## src/rtl/acc_alu_pkg.sv

```systemverilog
package acc_alu_pkg;
  typedef enum logic [1:0] {
    OPB_ZERO = 2'b00,
    OPB_BUS  = 2'b01,
    OPB_INV  = 2'b10,
    OPB_RSVD = 2'b11
  } opb_e;

  typedef enum logic [1:0] {
    LOP_AND = 2'b00,
    LOP_OR  = 2'b01,
    LOP_XOR = 2'b10,
    LOP_NOT = 2'b11
  } lop_e;
endpackage

```

## src/rtl/acc_alu_opsel.sv

```systemverilog
module acc_alu_opsel #(
  parameter int WIDTH = 8
) (
  input  logic [WIDTH-1:0] acc_i,
  input  logic [WIDTH-1:0] bus_i,
  input  logic             opa_sel_i,
  input  logic [1:0]       opb_sel_i,
  output logic [WIDTH-1:0] opa_o,
  output logic [WIDTH-1:0] opb_o
);
  import acc_alu_pkg::*;

  assign opa_o = opa_sel_i ? acc_i : '0;

  always_comb begin
    case (opb_e'(opb_sel_i))
      OPB_BUS: opb_o = bus_i;
      OPB_INV: opb_o = ~bus_i;
      default: opb_o = '0;
    endcase
  end
endmodule

```

## src/rtl/acc_alu_adder.sv

```systemverilog
module acc_alu_adder #(
  parameter int WIDTH = 8
) (
  input  logic [WIDTH-1:0] a_i,
  input  logic [WIDTH-1:0] b_i,
  input  logic             cin_i,
  output logic [WIDTH-1:0] sum_o
);
  localparam int PADW = WIDTH - 1;

  // The carry out of the top bit is dropped, so the sum wraps.
  function automatic logic [WIDTH-1:0] wrap_add(input logic [WIDTH-1:0] x,
                                                input logic [WIDTH-1:0] y,
                                                input logic             c);
    return x + y + {{PADW{1'b0}}, c};
  endfunction

  assign sum_o = wrap_add(a_i, b_i, cin_i);
endmodule

```

## src/rtl/acc_alu_logic.sv

```systemverilog
module acc_alu_logic #(
  parameter int WIDTH = 8
) (
  input  logic [WIDTH-1:0] acc_i,
  input  logic [WIDTH-1:0] bus_i,
  input  logic [1:0]       op_i,
  output logic [WIDTH-1:0] res_o
);
  import acc_alu_pkg::*;

  always_comb begin
    case (lop_e'(op_i))
      LOP_AND: res_o = acc_i & bus_i;
      LOP_OR:  res_o = acc_i | bus_i;
      LOP_XOR: res_o = acc_i ^ bus_i;
      default: res_o = ~acc_i;
    endcase
  end
endmodule

```

## src/rtl/acc_alu.sv

```systemverilog
module acc_alu #(
  parameter int WIDTH = 8
) (
  input  logic [WIDTH-1:0] acc_i,
  input  logic [WIDTH-1:0] bus_i,
  input  logic             opa_sel_i,
  input  logic [1:0]       opb_sel_i,
  input  logic             carry_i,
  input  logic [1:0]       logic_op_i,
  input  logic             path_sel_i,
  output logic [WIDTH-1:0] acc_next_o,
  output logic             zero_o
);
  // Named internal nodes, kept visible for the checker.
  logic [WIDTH-1:0] opa;
  logic [WIDTH-1:0] opb;
  logic [WIDTH-1:0] adder_sum;
  logic [WIDTH-1:0] logic_res;

  acc_alu_opsel #(.WIDTH(WIDTH)) u_opsel (
    .acc_i     (acc_i),
    .bus_i     (bus_i),
    .opa_sel_i (opa_sel_i),
    .opb_sel_i (opb_sel_i),
    .opa_o     (opa),
    .opb_o     (opb)
  );

  acc_alu_adder #(.WIDTH(WIDTH)) u_adder (
    .a_i   (opa),
    .b_i   (opb),
    .cin_i (carry_i),
    .sum_o (adder_sum)
  );

  acc_alu_logic #(.WIDTH(WIDTH)) u_logic (
    .acc_i (acc_i),
    .bus_i (bus_i),
    .op_i  (logic_op_i),
    .res_o (logic_res)
  );

  assign acc_next_o = path_sel_i ? logic_res : adder_sum;
  assign zero_o     = ~|acc_next_o;
endmodule

```

## config.mk

```make
export PLATFORM = sky130hd
export DESIGN_NAME = acc_alu
export DESIGN_NICKNAME = d
export VERILOG_FILES = /design/src/rtl/acc_alu_pkg.sv /design/src/rtl/acc_alu_opsel.sv /design/src/rtl/acc_alu_adder.sv /design/src/rtl/acc_alu_logic.sv /design/src/rtl/acc_alu.sv
export SDC_FILE = /design/constraint.sdc
export NUM_CORES = 1
export LEC_CHECK = 0
export ABC_AREA = 1
export CAP_MARGIN = 25
export CORE_ASPECT_RATIO = 0.8
export CORE_MARGIN = 2
export CORE_UTILIZATION = 55
export DETAILED_ROUTE_END_ITERATION = 10
export PLACE_DENSITY_LB_ADDON = 0.12
export SLEW_MARGIN = 20
export SYNTH_ARGS = -nofsm -noshare
export SYNTH_HDL_FRONTEND = slang
export SYNTH_SLANG_ARGS = --single-unit
```

## constraint.sdc

```tcl
create_clock -name vclk -period 6.2
set_input_delay 0.93 -clock vclk [all_inputs]
set_output_delay 0.93 -clock vclk [all_outputs]
set_load 0.1 [all_outputs]
```

==> metrics.md, run 1 <==
| Metric | Value |
|---|---|
| Status | complete, no violations |
| Worst EP required | 5270 ps |
| Slew Viols, Final | 0 |
| Layout Nets | about 300 |
| Number of global-route vias before repair | 1212 |
| Cells after Synth | 223 |
| Post-route insts no fill | about 280 |
| Data arrival, critical path | 4000 ps |
| Area growth syn-to-layout | 26.64% |
| Chip width | about 56 um |
| Top sig layer | met4 |
| CTS hold repair buffers | 0 |
| Count of final setup violators | 0 |
| # diodes | 0 |
| Starting density of the core | between 60 and 70% |
| Cell taking the most area after synthesis | ha_1 |
| Logic gate share of total power | between 90% and 100% |
| Tcrit/Tclk final | 79.57% |
| Worst setup path end | acc_next_o[3] |
| Most frequent CP cell | nand3_1 |
| GR Overflow Total | 0 |
| Seq pwr share | 0% |
| ANT nets after route | 0 |
| Final Core Density | 76.40% |
| Int Power | 0.05038 mW |
| Avg WL per Cell | 10.78 um |
| Drt drc | 0 |
| Leakage | 0.9329 nW |
| Synth top area cells | ha_1 (23%), nand2_1 (22%), inv_1 (18%) |
| Worst slack, placed | about 1300 ps |
| Fmax | 202.7 MHz |
| Length of routed met3 wiring | 217 um |
| Cell row count | 14 |
| Via count | 1385 |
| Crit path from | opb_sel_i[0] |
| Worst Path Max Fanout | 7 |
| Routed wire length | 2.976 mm |
| Seq/Total Area, Yosys | 0% |
| Routability cong. | 0.8041 |
| Final instance area | 0.001499 mm^2 |
| FFs & Latches | 0 |
| Switching part of the total | 69.67% |
| Die footprint | 0.002541 mm^2 |
| Max IR drop VDD | 0.09685 mV |
| Core ar. | about 0.0020 mm^2 |
| P per Cell Area | 110.8 mW/mm^2 |
| Initial DRT Pass Iterations | 5 |
| Sum Neg Setup Slack | 0 ps |
| Setup Buffers After CTS | 0 |
| Via/cell ratio | 5.018 |
| Largest net degree at the start of global routing | 13 |
| 1st-iter DRT viols | 67 |
| Total track usage | 24.95% |
| First-pass GRT wire length | around 5.1 mm |
| Met1 Wirelength | 1.413 mm |
| Placed Cells | between 200 and 300 |
| Dpl cell area | between 0.001 and 0.0015 mm^2 |
| P_sw | between 0.1 and 0.15 mW |
| Post_cts resized | 0 |
| Max stage delay on crit path | approximately 1100 ps |
| Layout cells sized above 1 | 7.937% |
| RSZ-0062 raised after global routing | no |
| Yosys top cell area share | 23.26% |
| HP Class | in -> out |
| Detail Placement HPWL | about 2.5 mm |
| Met2 wire len | 1.336 mm |
| Hold path start | acc_i[5] |
| Slew HR | approximately 36% |
| Cell Area, Synth | about 0.0012 mm^2 |
| IO Pins | 32 |
| Chip height | 45.49 um |
| Min setup slack post-route | 1267 ps |
| Worst-path cell chain | clkdlybuf4s50_1 > inv_1 > nor2_1 > o21ai_0 > inv_1 > ha_1 > nand3_1 > nand3_1 > nand2_1 > nand3_1 > nand2_1 > clkdlybuf4s50_1 |
| Setup crit start kind | primary input |
| CP max-delay cell | clkdlybuf4s50_1 |
| Netlist cell types | 22 |
| Max_cap viols | 0 |
| Clock power share | 0% |
| Nature of the critical path endpoint | primary output |
| Crit path time final | 4933 ps |
| Worst Tran Pin Value | 960.2 ps |
| Final hold violation count | 0 |
| Initial antenna violation count | 0 |
| Clock Buffer Count | 0 |
| FF+latch area | 0 um^2 |
| Input/output buffers | 32 |
| Layout fillers | approximately 170 |
| Syn_area_per_cell | 5.308 um^2 |
| Footprint of the multi-input gates | 948.4 um^2 |
| Setup CP Type | in -> out |
| Mapped Nets | 270 |
| Yosys Warn Count | 0 |
==> area by class of cell <==
class / count / area share (%)
timing repair buffer: 32 / 20.20
multi-input combinational: 162 / 63.27
tap: 24 / 2.003
inverter: 58 / 14.52
==> kinds of logic (layout without fill, tap and decap cells) <==
family                     count (synthesis)  after routing  synth area share (%)
buffers and inverters                     61             90                 19.87
AOI/OAI and AO/OA                         26             26                 12.26
adders and majority gates                 24             24                 26.64
and+or+nand+nor                          112            112                 41.23
==> per-layer routing <==
metal | up-vias | track usage (%)
li1 | 746 | -
met2 | 61 | 43.10
met3 | 2 | 1.136
met1 | 576 | 35.81
met5 | - | 0
met4 | 0 | 3.810
==> synth_stat cells <==
master     instances
a21oi_1            4
buf_2              2
buf_4              1
fa_1               2
ha_1              22
inv_1             57
inv_2              1
nand2_1           69
nand2_2            3
nand2_4            1
nand3_1           18
nand3_2            1
nand3b_1           1
nand4_1            2
nor2_1            11
nor2_2             5
o2111ai_1          1
o211ai_1           2
o21ai_0           14
o21ai_1            4
o21bai_2           1
or2_2              1
==> power groups by stage <==
| stage | combinational, mW | clock [mW] | sequential, mW |
|---|---|---|---|
| after CTS | 0.166 | 0 | 0 |
| after global routing | 0.181 | 0 | 0 |
| final | 0.166 | 0 | 0 |
| after floorplan | 0.120 | 0 | 0 |
| after global placement | 0.163 | 0 | 0 |
| after detailed placement | 0.165 | 0 | 0 |
==> critical path: cells and delay by family <==
kind	cells	cell delay, ps
buffers and inverters	4	1760
and+or+nand+nor	6	830
AOI/OAI and AO/OA	1	250
adders and majority gates	1	230
==> per-stage QoR <==
| stage | total power [mW] | hold slack (ps) |
|---|---|---|
| 2_1_floorplan | 0.1195 | 2267 |
| 3_3_place_gp | 0.1631 | 2892 |
| 3_5_place_dp | 0.1651 | 2902 |
| 4_1_cts | 0.1657 | 2902 |
| 5_1_grt | 0.1808 | 2943 |
| 6_report | 0.1661 | 2909 |
==> worst min path at each step <==
stage / slack (ps) / endpoint / cells past startpoint
after floorplan: 2270 / acc_next_o[1] / 2
after global placement: 2890 / acc_next_o[5] / 5
after detailed placement: 2900 / acc_next_o[5] / 5
after CTS: 2900 / acc_next_o[5] / 5
after global routing: 2940 / acc_next_o[5] / 5
final: 2910 / acc_next_o[5] / 5
==> cells in the final DEF, fill, tap and decap left out, drive strengths merged <==
cell,count
buf,7
ha,22
o21bai,1
nand2,73
nand3,19
fa,2
nand4,2
o21ai,18
or2,1
nand3b,1
nor2,16
o211ai,2
a21oi,4
inv,58
clkdlybuf4s50,25
o2111ai,1
Note: power is estimated with default switching activity, not from simulation.
==> run 2: changes to the inputs <==
--- a/config.mk
+++ b/config.mk
@@ -9,7 +9,7 @@
 export CAP_MARGIN = 25
 export CORE_ASPECT_RATIO = 0.8
 export CORE_MARGIN = 2
-export CORE_UTILIZATION = 55
+export CORE_UTILIZATION = 47
 export DETAILED_ROUTE_END_ITERATION = 10
 export PLACE_DENSITY_LB_ADDON = 0.12
 export SLEW_MARGIN = 20
==> constraint.sdc (replaced) <==
create_clock -name vclk -period 4.2
set_input_delay 0.63 -clock vclk [all_inputs]
set_output_delay 0.63 -clock vclk [all_outputs]
set_load 0.1 [all_outputs]
==> metrics.md, run 2 (synthesized netlist as in run 1, its figures left out) <==
| Metric | Value |
|---|---|
| IO Pins | 32 (unchanged) |
| Avg WL per Cell | 10.34 um (-4.1%) |
| Final instance area | 0.001629 mm^2 (+8.7%) |
| Cell row count | 16 (+2) |
| Input/output buffers | 32 (unchanged) |
| Commonest non-fill, non-tap cells in the layout | nand2_1 (69), inv_1 (57), clkdlybuf4s50_1 (23) |
| Via count | 1389 (+0.29%) |
| Detail Placement HPWL | 2.604 mm (+3.1%) |
| Routability cong. | 0.8624 (+7.3%) |
| Data arrival, critical path | 3310 ps (-690 ps) |
| Commonest non-fill, non-tap cell in the layout | nand2_1 |
| Via/cell ratio | 4.790 (-4.6%) |
| Slew Viols, Final | 0 (unchanged) |
| Worst Path Max Fanout | 7 (unchanged) |
| Worst slack, placed | 194.7 ps (-1094 ps) |
| Logic gate share of total power | 100.0% (about the same) |
| Routed wire length | 2.999 mm (+0.77%) |
| First-pass GRT wire length | 5.181 mm (+0.94%) |
| Slew HR | 69.93% (+34 points) |
| Drt drc | 0 (unchanged) |
| Seq pwr share | 0% (unchanged) |
| Chip width | 60.11 um (+7.6%) |
| Fmax | 253.6 MHz |
| Clock power share | 0% (unchanged) |
| Layout Nets | 303 (+0.66%) |
| Starting density of the core | 48.86% (-11 points) |
| Setup Buffers After CTS | 0 (unchanged) |
| Initial DRT Pass Iterations | 4 (-1) |
| Status | complete, no violations |
| Sum Neg Setup Slack | 0 ps (unchanged) |
| Leakage | 0.9771 nW (+4.7%) |
| Setup crit start kind | primary input |
| 1st-iter DRT viols | 68 (+1.5%) |
| GR Overflow Total | 0 (unchanged) |
| Layout cells sized above 1 | 9.449% (+1.5 points) |
| Final Core Density | 67.25% (-9.2 points) |
| Total track usage | 21.76% (-3.2 points) |
| Number of global-route vias before repair | 1135 (-6.4%) |
| Initial antenna violation count | 0 (unchanged) |
| Nature of the critical path endpoint | primary output |
| RSZ-0062 raised after global routing | no |
| Max IR drop VDD | 0.09242 mV (-4.6%) |
| CTS hold repair buffers | 0 (unchanged) |
| # diodes | 0 (unchanged) |
| Min setup slack post-route | 256.5 ps (-1010 ps) |
| FF+latch area | 0 um^2 (unchanged) |
| Placed Cells | 290 (+5.1%) |
| Chip height | 48.89 um (+7.5%) |
| Core ar. | 0.002422 mm^2 (+23%) |
| Worst EP required | 3570 ps (-1700 ps) |
| Max_cap viols | 0 (unchanged) |
| Post-route insts no fill | 290 (+5.1%) |
| Tcrit/Tclk final | 93.89% |
| Largest net degree at the start of global routing | 13 (unchanged) |
| Final hold violation count | 0 (unchanged) |
| FFs & Latches | 0 (unchanged) |
| P_sw | 0.1776 mW (+53%) |
| Setup CP Type | in -> out |
| Area growth syn-to-layout | 37.63% |
| Dpl cell area | 0.001629 mm^2 (+8.7%) |
| HP Class | in -> out |
| Crit path time final | just under 4000 ps |
| Clock Buffer Count | 0 (unchanged) |
| Count of final setup violators | 0 (unchanged) |
| Post_cts resized | 0 (unchanged) |
| Worst Tran Pin Value | 449.6 ps (-510.6 ps) |
| Die footprint | 0.002938 mm^2 (+16%) |
| P per Cell Area | 170.2 mW/mm^2 (+54%) |
| Int Power | 0.09966 mW (+98%) |
| ANT nets after route | 0 (unchanged) |
| Switching part of the total | 64.06% (-5.6 points) |
[run 2: cell types whose count changed in the layout (fill, tap and decap cells not counted), sizes merged]
cell and delta:
buf +4, clkdlybuf4s50 -2
[run 2: power by group through the flow]
stage / logic, mW / clock network (mW) / registers (mW)
6_report: 0.277 / 0 / 0
5_1_grt: 0.299 / 0 / 0
4_1_cts: 0.277 / 0 / 0
3_5_place_dp: 0.277 / 0 / 0
3_3_place_gp: 0.275 / 0 / 0
2_1_floorplan: 0.177 / 0 / 0
[run 2: worst paths after layout]
kind / start / to / slack [ps] / cells after the start
setup / recovery: opb_sel_i[1] / zero_o / 260 / 18
hold / removal: acc_i[2] / acc_next_o[2] / 2250 / 7
[run 2: area by class of cell]
class                           count  area [um^2]
Fill cell                         242        793.3
Inverter                           58        217.7
Multi-Input combinational cell    162        953.4
Tap cell                           36        45.04
Timing Repair Buffer               34        412.9
[run 2: worst max-delay path, cell delays in order]
cell and delay, ps:
clkdlybuf4s50_1 520, nand2_1 170, o21ai_1 200, fa_1 250
inv_1 70, fa_1 350, inv_1 100, nand2_1 60
nand2_1 100, nand3_1 80, nand3_1 80, nand2_1 110
inv_1 70, nand2_1 60, nor2_2 90, nand2_1 90
nor2_4 110, buf_12 180
[run 2: metrics by stage]
step | power, mW | hold slack [ps]
final | 0.2773 | 2250
after global placement | 0.2747 | 2252
after detailed placement | 0.2768 | 2237
after CTS | 0.2774 | 2244
after global routing | 0.2991 | 2285
after floorplan | 0.1774 | 1667
[run 2: layer usage]
layer	vias up	global-route usage, %	part of all wire, %
met1	603	37.00	52
met3	0	0.2653	4.7
met4	0	0	0
li1	748	-	-
met2	38	31.70	43
met5	-	0	0
==> run 3: changes to the inputs <==
--- a/config.mk
+++ b/config.mk
@@ -11,6 +11,7 @@
 export CORE_MARGIN = 2
 export CORE_UTILIZATION = 47
 export DETAILED_ROUTE_END_ITERATION = 10
+export GPL_TIMING_DRIVEN = 0
 export PLACE_DENSITY_LB_ADDON = 0.12
 export SLEW_MARGIN = 20
 export SYNTH_ARGS = -nofsm -noshare
==> metrics.md, run 3 (synthesized netlist as in run 1, its figures left out) <==
| Metric | Value |
|---|---|
| Status | complete, no violations |
| GR Overflow Total | 0 (unchanged) |
| Max_cap viols | 0 (unchanged) |
| Avg WL per Cell | 9.969 um (-3.6%) |
| Layout cells sized above 1 | 9.843% (+0.39 points) |
| Leakage | 0.9430 nW (-3.5%) |
| Seq pwr share | 0% (unchanged) |
| Largest net degree at the start of global routing | 11 (-2) |
| Layout Nets | 303 (unchanged) |
| Routability cong. | 0.8274 (-4.1%) |
| Total track usage | 22.10% (+0.34 points) |
| Switching part of the total | 70.25% (+6.2 points) |
| Input/output buffers | 31 (-3.1%) |
| Worst Tran Pin Value | 964.4 ps (+514.8 ps) |
| Setup crit start kind | primary input |
| CP max-delay cell | dlygate4sd2_1 |
| Via count | 1340 (-3.5%) |
| Post-route insts no fill | 290 (unchanged) |
| Setup Buffers After CTS | 0 (unchanged) |
| Clock power share | 0% (unchanged) |
| IO Pins | 32 (unchanged) |
| Drt drc | 0 (unchanged) |
| Crit path time final | 4052 ps (+108.2 ps) |
| Overall power | 0.2437 mW (-12%) |
| RSZ-0062 raised after global routing | yes |
| FFs & Latches | 0 (unchanged) |
| Sum Neg Setup Slack | 0 ps (unchanged) |
| FF+latch area | 0 um^2 (unchanged) |
| Data arrival, critical path | 3420 ps (+110 ps) |
| Initial antenna violation count | 0 (unchanged) |
| Core ar. | 0.002422 mm^2 (unchanged) |
| Worst Path Max Fanout | 7 (unchanged) |
| Min setup slack post-route | 148.2 ps (-108.2 ps) |
| ANT nets after route | 0 (unchanged) |
| Worst EP required | 3570 ps (about the same) |
| Tcrit/Tclk final | 96.47% (+2.6 points) |
| P per Cell Area | 158.4 mW/mm^2 (-7.0%) |
| Commonest non-fill, non-tap cell in the layout | nand2_1 |
| Nature of the critical path endpoint | primary output |
| Most frequent CP cell | inv_1 |
| # diodes | 0 (unchanged) |
| 1st-iter DRT viols | 64 (-5.9%) |
| Fmax | 246.8 MHz (-2.7%) |
| P_sw | 0.1712 mW (-3.6%) |
| Count of final setup violators | 0 (unchanged) |
| Cell row count | 16 (unchanged) |
| Routed wire length | 2.891 mm (-3.6%) |
| Die footprint | 0.002938 mm^2 (unchanged) |
| Clock Buffer Count | 0 (unchanged) |
| Slew HR | 35.50% (-34 points) |
| Commonest non-fill, non-tap cells in the layout | nand2_1 (68), inv_1 (57), clkdlybuf4s50_1 (23) |
| Setup CP Type | in -> out |
| Chip width | 60.11 um (unchanged) |
| Placed Cells | 290 (unchanged) |
| Starting density of the core | 48.86% (unchanged) |
| Int Power | 0.07250 mW (-27%) |
| Slew Viols, Final | 0 (unchanged) |
| Worst-path cell chain | clkdlybuf4s50_1 > inv_1 > nor2_4 > nand2_1 > o21ai_1 > fa_1 > inv_1 > fa_1 > inv_1 > o21ai_0 > nand2_2 > dlygate4sd2_1 |
| Max IR drop VDD | 0.09156 mV (-0.93%) |
| Area growth syn-to-layout | 30.02% |
| HP Class | in -> out |
| Worst slack, placed | -954.2 ps (-1149 ps) |
| Layout fillers | 261 (+7.9%) |
| Final hold violation count | 0 (unchanged) |
| Initial DRT Pass Iterations | 5 (+1) |
| Detail Placement HPWL | 2.448 mm (-6.0%) |
| Max stage delay on crit path | 850 ps (+330 ps) |
| Logic gate share of total power | 100.0% (about the same) |
| Final instance area | 0.001539 mm^2 (-5.5%) |
| Via/cell ratio | 4.621 (-3.5%) |
| Number of global-route vias before repair | 1224 (+7.8%) |
| First-pass GRT wire length | 5.188 mm (+0.14%) |
| Dpl cell area | 0.001544 mm^2 (-5.2%) |
| Chip height | 48.89 um (unchanged) |
## run 3: cell count changes in the layout (fill, tap and decap cells not counted)
cell,previous run,this run
buf_2,0,3
buf_4,3,2
nand2_2,3,4
buf_6,0,1
dlygate4sd2_1,0,1
nor2_4,1,2
clkdlybuf4s15_2,0,2
nand2_1,69,68
buf_12,8,0
nor2_1,11,10
clkbuf_2,0,2
## run 3: layout make-up
class / count / area [um^2] / share of cell area [%]
Multi-Input combinational cell: 162 / 963.4 / 62.60
Tap cell: 36 / 45.04 / 2.927
Inverter: 58 / 217.7 / 14.15
Timing Repair Buffer: 31 / 295.3 / 19.19
Buffer: 3 / 17.52 / 1.138
## run 3: per-layer routing
| layer | part of all wire [%] | up-vias | track usage (%) |
|---|---|---|---|
| li1 | - | 750 | - |
| met1 | 53 | 568 | 33.81 |
| met2 | 44 | 22 | 36.59 |
| met3 | 3.0 | 0 | 0 |
| met4 | 0 | 0 | 0 |
| met5 | 0 | - | 0 |
## run 3: power by group through the flow
stage	Combinational [mW]	Sequential (mW)	Clock (mW)
floorplan	0.177	0	0
global placement	0.247	0	0
detailed placement	0.248	0	0
CTS	0.244	0	0
global route	0.268	0	0
finish	0.244	0	0
## run 3: path summary, 6_finish.rpt
path | from | end | slack [ps] | cells past startpoint
min | opa_sel_i | zero_o | 2200 | 10
max | opb_sel_i[0] | acc_next_o[2] | 150 | 12
## run 3: per-stage QoR
step                hold slack, ps  util, %
floorplan                     1667        -
global placement              2867    63.74
detailed placement            2869    63.74
CTS                           2265    63.53
global route                  2377    63.53
finish                        2205    63.53
## run 3: critical path, delay by kind of cell
kind                       cells  cell delay (ps)
buffers and inverters          5             1570
adders and majority gates      2              650
AOI/OAI and AO/OA              2              200
and+or+nand+nor                3              360
## run 3: timing repair
item / CTS / global route
hold buffers: 0 / 0
setup endpoints to repair: 8 / 9
resized for setup: 24 / 12
gates cloned: 0 / 0
